### config.mk
export PLATFORM = sky130hd
export DESIGN_NAME = fpsb_issue_interlock
export DESIGN_NICKNAME = d
export VERILOG_FILES = /design/src/rtl/fpsb_pkg.sv /design/src/rtl/fpsb_mul_slot.sv /design/src/rtl/fpsb_hazard.sv /design/src/rtl/fpsb_regtrack.sv /design/src/rtl/fpsb_issue_interlock.sv
export SDC_FILE = /design/constraint.sdc
export NUM_CORES = 1
export LEC_CHECK = 0
export ABC_CLOCK_PERIOD_IN_PS = 10000
export BUFFER_PORTS_ARGS = -buffer_cell sky130_fd_sc_hd__buf_2
export CAP_MARGIN = 20
export CORE_MARGIN = 2
export CORE_UTILIZATION = 50
export CTS_BUF_LIST = sky130_fd_sc_hd__clkbuf_4 sky130_fd_sc_hd__clkbuf_8 sky130_fd_sc_hd__clkbuf_16
export DETAILED_ROUTE_END_ITERATION = 16
export GPL_TIMING_DRIVEN = 1
export PLACE_DENSITY = 0.66
export RECOVER_POWER = 25
export SYNTH_ARGS = -nofsm -noshare
export SYNTH_HDL_FRONTEND = slang
export SYNTH_SLANG_ARGS = --single-unit
### constraint.sdc
create_clock -name clk -period 10 [get_ports clk]
set_input_delay 1 -clock clk [delete_from_list [all_inputs] [get_ports clk]]
set_output_delay 1 -clock clk [all_outputs]
set_load 0.02 [all_outputs]
### src/rtl/fpsb_pkg.sv
package fpsb_pkg;
  // log2 of the register bank size inside which vector indices wrap
  localparam int BANK_BITS = 3;

  typedef enum logic {
    K_MULADD  = 1'b0,
    K_DIVSQRT = 1'b1
  } kind_e;
endpackage

### src/rtl/fpsb_mul_slot.sv
// Tracks how many more cycles the multiply pipe's issue slot is taken by a vector.
module fpsb_mul_slot #(
  parameter int VLW = 2
) (
  input  logic           clk,
  input  logic           rst_n,
  input  logic           start,
  input  logic [VLW-1:0] vlm1,
  output logic           busy
);
  logic [VLW-1:0] occ_q, occ_d;
  logic           occ_en;

  always_comb begin
    occ_d  = occ_q;
    occ_en = 1'b0;
    if (start) begin
      occ_d  = vlm1;
      occ_en = 1'b1;
    end else if (occ_q != '0) begin
      occ_d  = occ_q - 1'b1;
      occ_en = 1'b1;
    end
  end

  always_ff @(posedge clk or negedge rst_n) begin
    if (!rst_n) begin
      occ_q <= '0;
    end else if (occ_en) begin
      occ_q <= occ_d;
    end
  end

  assign busy = (occ_q != '0);
endmodule

### src/rtl/fpsb_hazard.sv
// Combinational hazard test across all active vector elements.
module fpsb_hazard
  import fpsb_pkg::*;
#(
  parameter int NREG = 32,
  parameter int VMAX = 4,
  parameter int RW   = 5,
  parameter int VLW  = 2
) (
  input  kind_e           kind,
  input  logic [RW-1:0]   dst,
  input  logic [RW-1:0]   src_a,
  input  logic [RW-1:0]   src_b,
  input  logic [VLW-1:0]  vlm1,
  input  logic [NREG-1:0] pending,
  input  logic            mul_busy,
  input  logic            div_busy,
  output logic            hazard
);
  localparam int BB = BANK_BITS;

  logic [VMAX-1:0] elem_hit;

  for (genvar k = 0; k < VMAX; k++) begin : g_elem
    localparam logic [BB-1:0] KOFF = BB'(k);
    logic [RW-1:0] ix_d, ix_a, ix_b;
    logic          elem_on;

    assign ix_d    = {dst[RW-1:BB],   dst[BB-1:0]   + KOFF};
    assign ix_a    = {src_a[RW-1:BB], src_a[BB-1:0] + KOFF};
    assign ix_b    = {src_b[RW-1:BB], src_b[BB-1:0] + KOFF};
    assign elem_on = (int'(vlm1) >= k);
    // source not ready (RAW) or destination still owed a result (WAW)
    assign elem_hit[k] = elem_on && (pending[ix_a] || pending[ix_b] || pending[ix_d]);
  end

  always_comb begin
    hazard = |elem_hit;
    if (kind == K_DIVSQRT) begin
      hazard = hazard || div_busy;
    end else begin
      hazard = hazard || mul_busy;
    end
  end
endmodule

### src/rtl/fpsb_regtrack.sv
// Per-register countdown of remaining result cycles, plus the single writeback port.
module fpsb_regtrack #(
  parameter int NREG    = 32,
  parameter int MUL_LAT = 8,
  parameter int DIV_LAT = 19,
  parameter int RW      = 5,
  parameter int VLW     = 2,
  parameter int CW      = 5
) (
  input  logic            clk,
  input  logic            rst_n,
  input  logic            ld_en,
  input  logic            ld_div,
  input  logic [RW-1:0]   ld_dst,
  input  logic [VLW-1:0]  ld_vlm1,
  output logic [NREG-1:0] pending,
  output logic            div_busy,
  output logic            wb_valid,
  output logic [RW-1:0]   wb_reg
);
  localparam int BB = fpsb_pkg::BANK_BITS;
  localparam logic [CW-1:0] MUL_LD = CW'(MUL_LAT - 1);
  localparam logic [CW-1:0] DIV_LD = CW'(DIV_LAT - 1);

  logic [NREG-1:0] fin_mul, fin_div, div_pend;
  logic            hold_div;
  logic [RW-1:0]   mul_idx, div_idx;
  logic            wbv_d;
  logic [RW-1:0]   wbr_d;

  for (genvar r = 0; r < NREG; r++) begin : g_reg
    localparam logic [RW-1:0] RIDX = RW'(r);
    logic [CW-1:0] cnt_q, cnt_d;
    logic          isdiv_q, isdiv_d;
    logic [BB-1:0] off;
    logic          hit, upd;

    always_comb begin
      off     = RIDX[BB-1:0] - ld_dst[BB-1:0];
      hit     = ld_en && (RIDX[RW-1:BB] == ld_dst[RW-1:BB]) && (off <= BB'(ld_vlm1));
      cnt_d   = cnt_q;
      isdiv_d = isdiv_q;
      upd     = 1'b0;
      if (hit) begin
        cnt_d   = (ld_div ? DIV_LD : MUL_LD) + CW'(off);
        isdiv_d = ld_div;
        upd     = 1'b1;
      end else if ((cnt_q != '0) && !(isdiv_q && hold_div)) begin
        cnt_d = cnt_q - 1'b1;
        upd   = 1'b1;
      end
    end

    always_ff @(posedge clk or negedge rst_n) begin
      if (!rst_n) begin
        cnt_q   <= '0;
        isdiv_q <= 1'b0;
      end else if (upd) begin
        cnt_q   <= cnt_d;
        isdiv_q <= isdiv_d;
      end
    end

    assign pending[r]  = (cnt_q != '0);
    assign fin_mul[r]  = (cnt_q == CW'(1)) && !isdiv_q;
    assign fin_div[r]  = (cnt_q == CW'(1)) && isdiv_q;
    assign div_pend[r] = isdiv_q && (cnt_q != '0);
  end

  always_comb begin
    mul_idx = '0;
    div_idx = '0;
    for (int i = 0; i < NREG; i++) begin
      if (fin_mul[i]) mul_idx = RW'(i);
      if (fin_div[i]) div_idx = RW'(i);
    end
    // multiply wins the port; every divide counter is frozen for one cycle
    hold_div = (|fin_mul) && (|fin_div);
    wbv_d    = (|fin_mul) || (|fin_div);
    wbr_d    = (|fin_mul) ? mul_idx : div_idx;
  end

  always_ff @(posedge clk or negedge rst_n) begin
    if (!rst_n) begin
      wb_valid <= 1'b0;
      wb_reg   <= '0;
    end else begin
      wb_valid <= wbv_d;
      wb_reg   <= wbr_d;
    end
  end

  assign div_busy = |div_pend;
endmodule

### src/rtl/fpsb_issue_interlock.sv
module fpsb_issue_interlock
  import fpsb_pkg::*;
#(
  parameter int NREG    = 32,
  parameter int MUL_LAT = 8,
  parameter int DIV_LAT = 19,
  parameter int VMAX    = 4
) (
  input  logic                    clk,
  input  logic                    rst_n,
  input  logic                    in_valid,
  input  logic                    in_kind,
  input  logic [$clog2(NREG)-1:0] in_dst,
  input  logic [$clog2(NREG)-1:0] in_src_a,
  input  logic [$clog2(NREG)-1:0] in_src_b,
  input  logic [$clog2(VMAX)-1:0] in_vlen_m1,
  output logic                    issue,
  output logic                    stall,
  output logic                    wb_valid,
  output logic [$clog2(NREG)-1:0] wb_reg
);
  localparam int RW  = $clog2(NREG);
  localparam int VLW = $clog2(VMAX);
  localparam int CW  = $clog2(DIV_LAT + VMAX + 1);

  logic [1:0]      rst_pipe;
  logic            rst_sync_n;
  logic [NREG-1:0] pending;
  logic            div_busy, mul_busy, hazard;
  kind_e           kind;

  // asynchronous assertion, release aligned to the clock
  always_ff @(posedge clk or negedge rst_n) begin
    if (!rst_n) begin
      rst_pipe <= 2'b00;
    end else begin
      rst_pipe <= {rst_pipe[0], 1'b1};
    end
  end
  assign rst_sync_n = rst_pipe[1];

  assign kind  = kind_e'(in_kind);
  assign issue = in_valid && rst_sync_n && !hazard;
  assign stall = in_valid && !issue;

  fpsb_hazard #(
    .NREG(NREG), .VMAX(VMAX), .RW(RW), .VLW(VLW)
  ) u_hazard (
    .kind     (kind),
    .dst      (in_dst),
    .src_a    (in_src_a),
    .src_b    (in_src_b),
    .vlm1     (in_vlen_m1),
    .pending  (pending),
    .mul_busy (mul_busy),
    .div_busy (div_busy),
    .hazard   (hazard)
  );

  fpsb_mul_slot #(.VLW(VLW)) u_mul_slot (
    .clk   (clk),
    .rst_n (rst_sync_n),
    .start (issue && (kind == K_MULADD)),
    .vlm1  (in_vlen_m1),
    .busy  (mul_busy)
  );

  fpsb_regtrack #(
    .NREG(NREG), .MUL_LAT(MUL_LAT), .DIV_LAT(DIV_LAT),
    .RW(RW), .VLW(VLW), .CW(CW)
  ) u_regtrack (
    .clk      (clk),
    .rst_n    (rst_sync_n),
    .ld_en    (issue),
    .ld_div   (kind == K_DIVSQRT),
    .ld_dst   (in_dst),
    .ld_vlm1  (in_vlen_m1),
    .pending  (pending),
    .div_busy (div_busy),
    .wb_valid (wb_valid),
    .wb_reg   (wb_reg)
  );
endmodule

==> impl_metrics.yaml, run 1 <==
status:
  status: "finished with violations"
  failed_checks: "max-capacitance violations, max-slew violations"
global_routing:
  grt_usage_pct: 31.80
  grt_overflow_total: 0
  grt_start_max_net_pins: 62
  grt_first_pass_wirelength_um: 88220
  via_count_of_the_first_global_routing_pass: 14543
  grt_antenna_before_repair: 2
sta:
  slew_headroom_pct: -122.6
  finalSetupViolCount: 0
  fin_crit_ns: 7.252
  timing.final.hold_violations: 0
  timing_worst_slew_pin_value_ns: 3.339
  drv_slew: 156
  grt_setup_unrepaired: "no"
  setup_total_negative_slack_ns: 0
  fin_worst_skew_ns: 0.02687
  fin_ws_ns: 2.748
  clock.fmax_mhz: 137.9
  period_share_pct: 72.52
  whs_ns: 0.2328
setup_path:
  cp_top_family: "buffers and inverters"
  critical_path_arrival_ns: 6.25
  critPathMaxStageDelay_ns: 1.04
  timing.critical_path.buf_inv: 4
  worst_setup_path_end_kind: "output pin"
  crit_path_cell_trace: "buf_2 -> clkinv_1 -> ha_1 -> clkinv_1 -> mux4_2 -> or2_2 -> a211o_1 -> and4_1 -> a41oi_1 -> o21ai_4 -> and3_1 -> nor2b_1 -> buf_2"
  criticalPathCategory: "primary input to output pin"
  start_kind: "primary input"
  timing.critical_path.depth: 13
  required_time_of_the_worst_setup_path_ns: 9.00
  cp_max_fo: 22
  cpMaxStageDelayCell: "sky130_fd_sc_hd__ha_1"
  ff2ff_path_depth: 2
logic_synthesis:
  syn_inst: 1786
  netlist-cell-type-count: 85
  synth_edf_count: 0
  postSynthNetCount: 1904
  synth-seq-cells: 202
  post_synth_main_area_contributors: "sky130_fd_sc_hd__dfrtp_1 29%, sky130_fd_sc_hd__mux2i_1 9.1%, sky130_fd_sc_hd__mux4_2 8.4%"
  cell_area_synth_um2: 17650
  synth_sequential_area_ratio_pct: 28.64
  synth_top_cell_by_area: "sky130_fd_sc_hd__dfrtp_1"
  ys_top_cells_by_count: "202 x sky130_fd_sc_hd__dfrtp_1, 198 x sky130_fd_sc_hd__nand2_1, 160 x sky130_fd_sc_hd__mux2i_1, 137 x sky130_fd_sc_hd__inv_1, 123 x sky130_fd_sc_hd__nor2_1"
  asyncSetResetFlopFracSynth_pct: 100.0
  synthesized_area_per_cell_um2: 9.881
  yosysMostFrequentCell: "sky130_fd_sc_hd__dfrtp_1"
  synth_largest_type_area_fraction_pct: 28.64
  synth_ff_type: "sky130_fd_sc_hd__dfrtp_1"
  synth.yosys.warnings: 0
pwr:
  switching_share_pct: 44.03
  power.share.combinational_pct: 55.4
  power.clock.fraction_pct: 17.1
  seqPwrFrac_pct: 27.5
  ir_worst_vdd_mv: 0.1885
  internal_power_w: 0.003122
  switchingPower_w: 0.002456
  p_per_area_nw_per_um2: 289.5
  static-leakage-power_nw: 8.968
floorplanning:
  die_x_um: 191.9
  chipHeight_um: 191.9
  fp.coreArea_um2: 34630
  i_o_pin_count: 29
  die_area_um2: 36820
  initial_core_util_pct: 50.96
  rows: 68
clock_network:
  ctsRootBufferMaster: "sky130_fd_sc_hd__clkbuf_16"
  worst_setup_hold_path_clk_slew_ns: 0.05
  insertion_delay_ns: 0.56
  h-tree-depth: 1
  cts_tree: "built"
  post_cts_buffers: 0
  clock-sinks: 202
  max-clock-path-buffers: 3
  tritoncts.num_buffers: 25
  hold_buffers: 0
  cts_repair_resize_count: 0
drt:
  via_per_inst: 6.571
  drc_errors: 0
  postRouteAntennaNets: 0
  first_pass_iters: 5
  detailedRoute.firstIterationViolations: 1692
  via_count: 14902
  route.final.wire_length_um: 57860
  wl_per_cell_um: 25.51
cells_and_area:
  max_reg_flops: 160
  design.final.nets: 1913
  drive_gt1_share_pct: 18.65
  multi_input_comb_area_um2: 11790
  synthToLayoutAreaGrowth_pct: 9.160
  final_cell_area_um2: 19260
  fillerInstances: 3035
  area.sequential_um2: 5055
  finish.cell_count_without_fillers: 2268
place:
  preCtsSetupSlack_ns: 2.825
  dp.final_hpwl_um: 40430
  dp_cells: 2221
  placedInstanceArea_um2: 18420
  gp_routability_congestion: 1.025
  portBuffers: 28
worst_hold_path:
  worstHoldPathType: "primary input to async pin"
flow_run:
  maxCapViolCount: 3
## layout by cell type (no fill, tap or decap), types with 25 or more instances in the layout
master                      netlist  final
sky130_fd_sc_hd__ha_1            95     95
sky130_fd_sc_hd__xnor2_1         42     42
sky130_fd_sc_hd__buf_2            9     28
sky130_fd_sc_hd__nor2_1         123    123
sky130_fd_sc_hd__nor4b_2          9     27
sky130_fd_sc_hd__nand4_4         29     29
sky130_fd_sc_hd__clkbuf_16        0     25
sky130_fd_sc_hd__dfrtp_1        202    202
sky130_fd_sc_hd__buf_4            1     42
sky130_fd_sc_hd__o21ai_0         33     33
sky130_fd_sc_hd__mux2i_1        160    160
sky130_fd_sc_hd__a31oi_1         33     33
sky130_fd_sc_hd__a21oi_1         55     55
sky130_fd_sc_hd__xor2_1          78     78
sky130_fd_sc_hd__inv_1          137    137
sky130_fd_sc_hd__nor3_1          49     49
sky130_fd_sc_hd__mux2_4          51     51
sky130_fd_sc_hd__nand2_1        198    198
sky130_fd_sc_hd__mux4_2          66     66
sky130_fd_sc_hd__nand3_1         42     42
## metrics by stage
stage	total power, W	utilization (%)
final	0.005578	55.63
after global routing	0.005987	55.63
after CTS	0.005543	55.63
after detailed placement	0.004570	53.19
after global placement	0.004455	53.19
after floorplan	0.003749	-
## worst paths after layout
| check | from | slack (ns) | to |
|---|---|---|---|
| setup / recovery | in_dst[0] | 2.75 | stall |
| hold / removal | rst_n | 0.23 | rst_pipe[1] |
| setup reg to reg | rst_pipe[1] | 4.90 | u_regtrack.g_reg[13].cnt_q[1] |
| hold reg to reg | rst_pipe[0] | 0.35 | rst_pipe[1] |
| max in group asynchronous | rst_pipe[1] | 4.90 | u_regtrack.g_reg[13].cnt_q[1] |
| min in group clk | rst_pipe[0] | 0.35 | rst_pipe[1] |
## cell type report
| cell class | instances | area share [%] |
|---|---|---|
| tap | 455 | 2.955 |
| clock inverter | 7 | 0.4741 |
| timing repair buffer | 73 | 2.423 |
| inverter | 143 | 2.786 |
| sequential | 202 | 26.24 |
| antenna | 1 | 0.01299 |
| clock buffer | 37 | 3.910 |
| multi-input combinational | 1350 | 61.20 |
## kinds of logic after synthesis
kind of cell / after synthesis / share of synthesized area [%]
AO/OA/AOI/OAI: 262 / 10.32
XOR/XNOR: 121 / 6.048
adder cells (fa/ha/maj): 97 / 6.962
buffers and inverters: 234 / 5.658
flip-flops: 202 / 28.64
multiplexers: 290 / 22.84
other: 1 / 0.02125
AND/OR/NAND/NOR: 579 / 19.51
## routing by layer
metal	track usage (%)	vias up	share of wire (%)
met5	0	-	0
met4	13.73	0	5.1
met3	6.888	200	10
met2	50.36	868	45
met1	41.95	7295	40
li1	-	6539	-
## power groups by stage
stage	Sequential [W]	Combinational, W	Clock [W]
finish	0.00154	0.00309	0.000953
global route	0.00159	0.00340	0.000996
CTS	0.00153	0.00305	0.000960
detailed placement	0.00154	0.00303	0
global placement	0.00152	0.00293	0
floorplan	0.00146	0.00229	0
Power figures use the tool's default switching activity.
==> run 2, diff against run 1 <==
Settings changed: ABC_CLOCK_PERIOD_IN_PS 10000 to 7400.
Clock period 10 ns to 7.4 ns, I/O delays scaled along.
==> run 2 against run 1 <==
Compared with the run above: worst hold slack gained 0.13 ns; the run still ends with max-capacitance violations, max-slew violations left; critical path type is now flop to output pin; power grew 34%; largest power group unchanged; final cell count increased by 0.13%.
==> impl_metrics.yaml, run 2 (same netlist as run 1, synthesis figures left out) <==
clock_network:
  clock-sinks: 202
  insertion_delay_ns: 0.56
  max-clock-path-buffers: 3
  ctsRootBufferMaster: "sky130_fd_sc_hd__clkbuf_16"
  cts_tree: "built"
  cts_repair_resize_count: 0
  h-tree-depth: 1
  worst_setup_hold_path_clk_slew_ns: 0.06
  tritoncts.num_buffers: 25
place:
  preCtsSetupSlack_ns: 1.635
  dp.final_hpwl_um: 41120
  gp_routability_congestion: 1.030
  portBuffers: 28
setup_path:
  criticalPathCategory: "flop to output pin"
  reg2reg_to: "u_regtrack.g_reg[20].cnt_q[4]"
  crit-reg2reg-launch: "u_regtrack.g_reg[9].cnt_q[1]"
  crit_end: "stall"
  worst_setup_path_end_kind: "output pin"
  start_kind: "flop"
  rrSetupSlack_ns: 2.33
  cp_max_fo: 8
  ff2ff_path_depth: 11
  critical_path_arrival_ns: 5.26
  setup.worst_path.start: "u_regtrack.g_reg[9].cnt_q[1]"
  required_time_of_the_worst_setup_path_ns: 6.66
pwr:
  internal_power_w: 0.004161
  static-leakage-power_nw: 8.981
  seqPwrFrac_pct: 27.8
  power.share.combinational_pct: 55.9
  p_per_area_nw_per_um2: 386.3
  power.clock.fraction_pct: 16.3
  switchingPower_w: 0.003287
  ir_worst_vdd_mv: 0.2512
  totalPowerFinal_w: 0.007448
  switching_share_pct: 44.13
sta:
  grt_setup_unrepaired: "no"
  timing_worst_slew_pin_value_ns: 3.314
  fin_worst_skew_ns: 0.03662
  finalSetupViolCount: 0
  period_share_pct: 81.05
  whs_ns: 0.3614
  clock.fmax_mhz: 166.7
  timing.final.hold_violations: 0
  fin_ws_ns: 1.402
  drv_slew: 138
  fin_crit_ns: 5.998
  setup_total_negative_slack_ns: 0
  slew_headroom_pct: -121.0
cells_and_area:
  fillerInstances: 3037
  drive_gt1_share_pct: 18.72
  design.final.nets: 1919
  max_reg_flops: 160
  mostFrequentLayoutCells: "202 x sky130_fd_sc_hd__dfrtp_1, 198 x sky130_fd_sc_hd__nand2_1, 160 x sky130_fd_sc_hd__mux2i_1, 137 x sky130_fd_sc_hd__inv_1, 123 x sky130_fd_sc_hd__nor2_1"
  n_antenna_cell: 0
  multi_input_comb_area_um2: 11790
  synthToLayoutAreaGrowth_pct: 9.245
  area.sequential_um2: 5055
  final_common_cell: "sky130_fd_sc_hd__dfrtp_1"
drt:
  drc_errors: 0
  via_count: 14904
  postRouteAntennaNets: 0
  detailedRoute.firstIterationViolations: 1664
  first_pass_iters: 7
  wl_per_cell_um: 25.47
  via_per_inst: 6.563
  route.final.wire_length_um: 57830
status:
  failed_checks: "max-capacitance violations, max-slew violations"
  status: "finished with violations"
worst_hold_path:
  worstHoldPathType: "flop to flop"
  hp_start: "rst_pipe[0]"
flow_run:
  maxCapViolCount: 3
global_routing:
  grt_usage_pct: 31.90
  grt_first_pass_wirelength_um: 88680
  grt_antenna_before_repair: 0
  grt_overflow_total: 0
  grt_start_max_net_pins: 70
  via_count_of_the_first_global_routing_pass: 14892
floorplanning:
  initial_core_util_pct: 50.96
  die_area_um2: 36820
  fp.coreArea_um2: 34630
  i_o_pin_count: 29
  chipHeight_um: 191.9
  rows: 68
  die_x_um: 191.9
-- run 2: per-stage QoR --
| step | util (%) | instances | area [um2] |
|---|---|---|---|
| 5_1_grt | 55.68 | 2271 | 19280 |
| 3_3_place_gp | 53.32 | 2225 | 18460 |
| 2_1_floorplan | - | 1786 | 17650 |
| 6_report | 55.68 | 2271 | 19280 |
| 4_1_cts | 55.67 | 2268 | 19280 |
| 3_5_place_dp | 53.32 | 2225 | 18460 |
-- run 2: timing repair --
| action | 4_1_cts | 5_1_grt |
|---|---|---|
| buffers inserted | 0 | 0 |
| hold buffers | 1 | 0 |
| hold endpoints to repair | 2 | 0 |
-- run 2: worst min path at each step --
stage / end / slack [ns] / cells past startpoint
after floorplan: rst_pipe[1] / 0.33 / 0
after global placement: u_regtrack.g_reg[22].cnt_q[2] / 0.34 / 0
after detailed placement: u_regtrack.g_reg[22].cnt_q[2] / 0.35 / 0
after CTS: rst_pipe[1] / 0.36 / 0
after global routing: rst_pipe[1] / 0.38 / 0
final: rst_pipe[1] / 0.36 / 0
-- run 2: power by group through the flow --
stage | clock (W) | combinational [W] | sequential (W)
after global placement | 0 | 0.00395 | 0.00205
after global routing | 0.00128 | 0.00459 | 0.00213
after detailed placement | 0 | 0.00410 | 0.00207
after floorplan | 0 | 0.00310 | 0.00197
final | 0.00122 | 0.00416 | 0.00207
after CTS | 0.00123 | 0.00413 | 0.00206
-- run 2: routing by layer --
layer  vias to the layer above  global-route usage (%)  share of wire, %
met5                         -                       0                 0
met4                         0                   16.33               6.2
met3                       239                   7.199               9.6
met2                       807                   49.54                44
met1                      7310                   41.71                40
li1                       6548                       -                 -
-- run 2: layout make-up --
type                            count  area share (%)
Timing Repair Buffer               79           2.706
Multi-Input combinational cell   1350           61.17
Clock inverter                      4          0.1947
Inverter                          143           2.784
Clock buffer                       38           3.978
Sequential cell                   202           26.22
Tap cell                          455           2.953
-- run 2: critical path, cell delays in order (launching register included) --
cell and delay, ns:
sky130_fd_sc_hd__dfrtp_1 0.38, sky130_fd_sc_hd__inv_1 0.09, sky130_fd_sc_hd__ha_1 0.21, sky130_fd_sc_hd__nor4b_2 0.99, sky130_fd_sc_hd__o22ai_1 0.32, sky130_fd_sc_hd__nor4_1 0.46, sky130_fd_sc_hd__nand3_1 0.13, sky130_fd_sc_hd__o31a_1 0.33
sky130_fd_sc_hd__nor4_1 0.37, sky130_fd_sc_hd__and4_1 0.88, sky130_fd_sc_hd__and3_1 0.31, sky130_fd_sc_hd__nor2b_1 0.06, sky130_fd_sc_hd__buf_2 0.15
==> run 3, diff against run 2 <==
Settings changed: ABC_CLOCK_PERIOD_IN_PS 7400 to 6200.
Clock period 7.4 ns to 6.2 ns, I/O delays scaled along.
==> run 3 against run 2 <==
Compared with the run above: the run still ends with max-capacitance violations, max-slew violations left; wire length fell by 0.49%; highest routed layer is now met5; first-iteration DRC count decreased by 2.9%; final cell count about the same; largest cell class unchanged.
==> impl_metrics.yaml, run 3 (same netlist as run 1, synthesis figures left out) <==
setup_path:
  cp_top_family: "compound AO/OA/AOI/OAI gates"
  cpMaxStageDelayCell: "sky130_fd_sc_hd__ha_1"
  crit-reg2reg-launch: "rst_pipe[1]"
  cp_max_fo: 20
  critical_path_arrival_ns: 4.56
  worst_setup_path_end_kind: "output pin"
  required_time_of_the_worst_setup_path_ns: 5.58
  ff2ff_path_depth: 1
  worst_path_most_repeated_cell: "sky130_fd_sc_hd__buf_2"
  crit_path_cell_trace: "buf_2 -> clkinv_1 -> ha_1 -> mux4_2 -> nor2_1 -> a311o_1 -> a32o_1 -> or4_4 -> o31ai_4 -> and3_1 -> nor2b_1 -> buf_2"
  timing.critical_path.buf_inv: 3
  criticalPathCategory: "primary input to output pin"
  critPathMaxStageDelay_ns: 0.91
  crit_end: "stall"
  rrSetupSlack_ns: 1.37
  reg2reg_to: "u_regtrack.g_reg[3].cnt_q[3]"
  setup.worst_path.start: "in_src_b[0]"
  timing.critical_path.depth: 12
  start_kind: "primary input"
status:
  failed_checks: "max-capacitance violations, max-slew violations"
  status: "finished with violations"
floorplanning:
  initial_core_util_pct: 50.96
  die_area_um2: 36820
  fp.coreArea_um2: 34630
  chipHeight_um: 191.9
  rows: 68
  i_o_pin_count: 29
  die_x_um: 191.9
place:
  dp.final_hpwl_um: 40700
  gp_routability_congestion: 1.003
  portBuffers: 28
cells_and_area:
  design.final.nets: 1920
  area.sequential_um2: 5055
  synthToLayoutAreaGrowth_pct: 9.968
  fillerInstances: 2951
  finalCoreUtilization_pct: 56.04
  drive_gt1_share_pct: 18.54
  n_antenna_cell: 0
  mostFrequentLayoutCells: "202 x sky130_fd_sc_hd__dfrtp_1, 198 x sky130_fd_sc_hd__nand2_1, 160 x sky130_fd_sc_hd__mux2i_1, 137 x sky130_fd_sc_hd__inv_1, 123 x sky130_fd_sc_hd__nor2_1"
  max_reg_flops: 160
  multi_input_comb_area_um2: 11830
  final_common_cell: "sky130_fd_sc_hd__dfrtp_1"
global_routing:
  grt_overflow_total: 0
  via_count_of_the_first_global_routing_pass: 14628
  grt_usage_pct: 31.72
  grt_antenna_before_repair: 1
  grt_start_max_net_pins: 67
  grt_first_pass_wirelength_um: 88640
drt:
  first_pass_iters: 6
  via_per_inst: 6.557
  detailedRoute.firstIterationViolations: 1616
  route.final.wire_length_um: 57550
  postRouteAntennaNets: 0
  drc_errors: 0
  wl_per_cell_um: 25.32
  via_count: 14905
sta:
  timing_worst_slew_pin_value_ns: 3.758
  drv_slew: 115
  fin_worst_skew_ns: 0.01817
  grt_setup_unrepaired: "no"
  setup_total_negative_slack_ns: 0
  clock.fmax_mhz: 193.2
  fin_crit_ns: 5.177
  period_share_pct: 83.50
  finalSetupViolCount: 0
  whs_ns: 0.3568
  timing.final.hold_violations: 0
  slew_headroom_pct: -150.5
pwr:
  ir_worst_vdd_mv: 0.3144
  p_per_area_nw_per_um2: 467.1
  totalPowerFinal_w: 0.009065
  static-leakage-power_nw: 9.026
clock_network:
  tritoncts.num_buffers: 25
  worst_setup_hold_path_clk_slew_ns: 0.06
  post_cts_buffers: 0
  max-clock-path-buffers: 3
  clock-sinks: 202
  cts_tree: "built"
  ctsRootBufferMaster: "sky130_fd_sc_hd__clkbuf_16"
  h-tree-depth: 1
  insertion_delay_ns: 0.54
worst_hold_path:
  worstHoldPathType: "flop to flop"
  min_delay_path_depth: 0
flow_run:
  maxCapViolCount: 2
[run 3: power by group]
group	total, W	leakage, nW	switching (W)	internal [W]
clock network	0.00160	0.442	0.000612	0.000983
registers	0.00248	2.34	0.000605	0.00188
logic	0.00499	6.25	0.00274	0.00225
total	0.00906	9.03	0.00395	0.00511
[run 3: worst min-delay path by stage]
stage / from / endpoint / slack, ns
2_1_floorplan: rst_n / rst_pipe[0] / 0.32
3_3_place_gp: rst_pipe[1] / u_regtrack.g_reg[14].cnt_q[2] / 0.30
3_5_place_dp: rst_pipe[1] / u_regtrack.g_reg[14].cnt_q[2] / 0.30
4_1_cts: rst_pipe[1] / u_regtrack.g_reg[14].cnt_q[2] / 0.30
5_1_grt: rst_pipe[0] / rst_pipe[1] / 0.37
6_report: rst_pipe[0] / rst_pipe[1] / 0.36
[run 3: metrics by stage]
step | cell area [um2] | worst slack, ns | cells
finish | 19410 | 1.023 | 2273
global route | 19410 | 0.4556 | 2273
CTS | 19420 | 1.028 | 2272
detailed placement | 18530 | 0.9218 | 2228
global placement | 18520 | 1.017 | 2226
floorplan | 17650 | 0.8225 | 1786
[run 3: cell type report]
type,count,share of cell area [%]
Clock inverter,10,0.8317
Timing Repair Buffer,80,2.766
Clock buffer,33,3.726
Sequential cell,202,26.05
Multi-Input combinational cell,1350,60.93
Tap cell,455,2.933
Inverter,143,2.766
[run 3: what timing repair did]
item                      CTS  global route
hold endpoints to repair    2             0
hold buffers                1             0
gates resized for setup     0             0
[run 3: layer usage]
layer | GRT usage, % | vias up | share of wire, %
met4 | 14.35 | 2 | 5.2
met1 | 42.44 | 7331 | 41
met5 | 0 | - | 0.028
met3 | 7.491 | 207 | 10
li1 | - | 6557 | -
met2 | 48.76 | 808 | 44
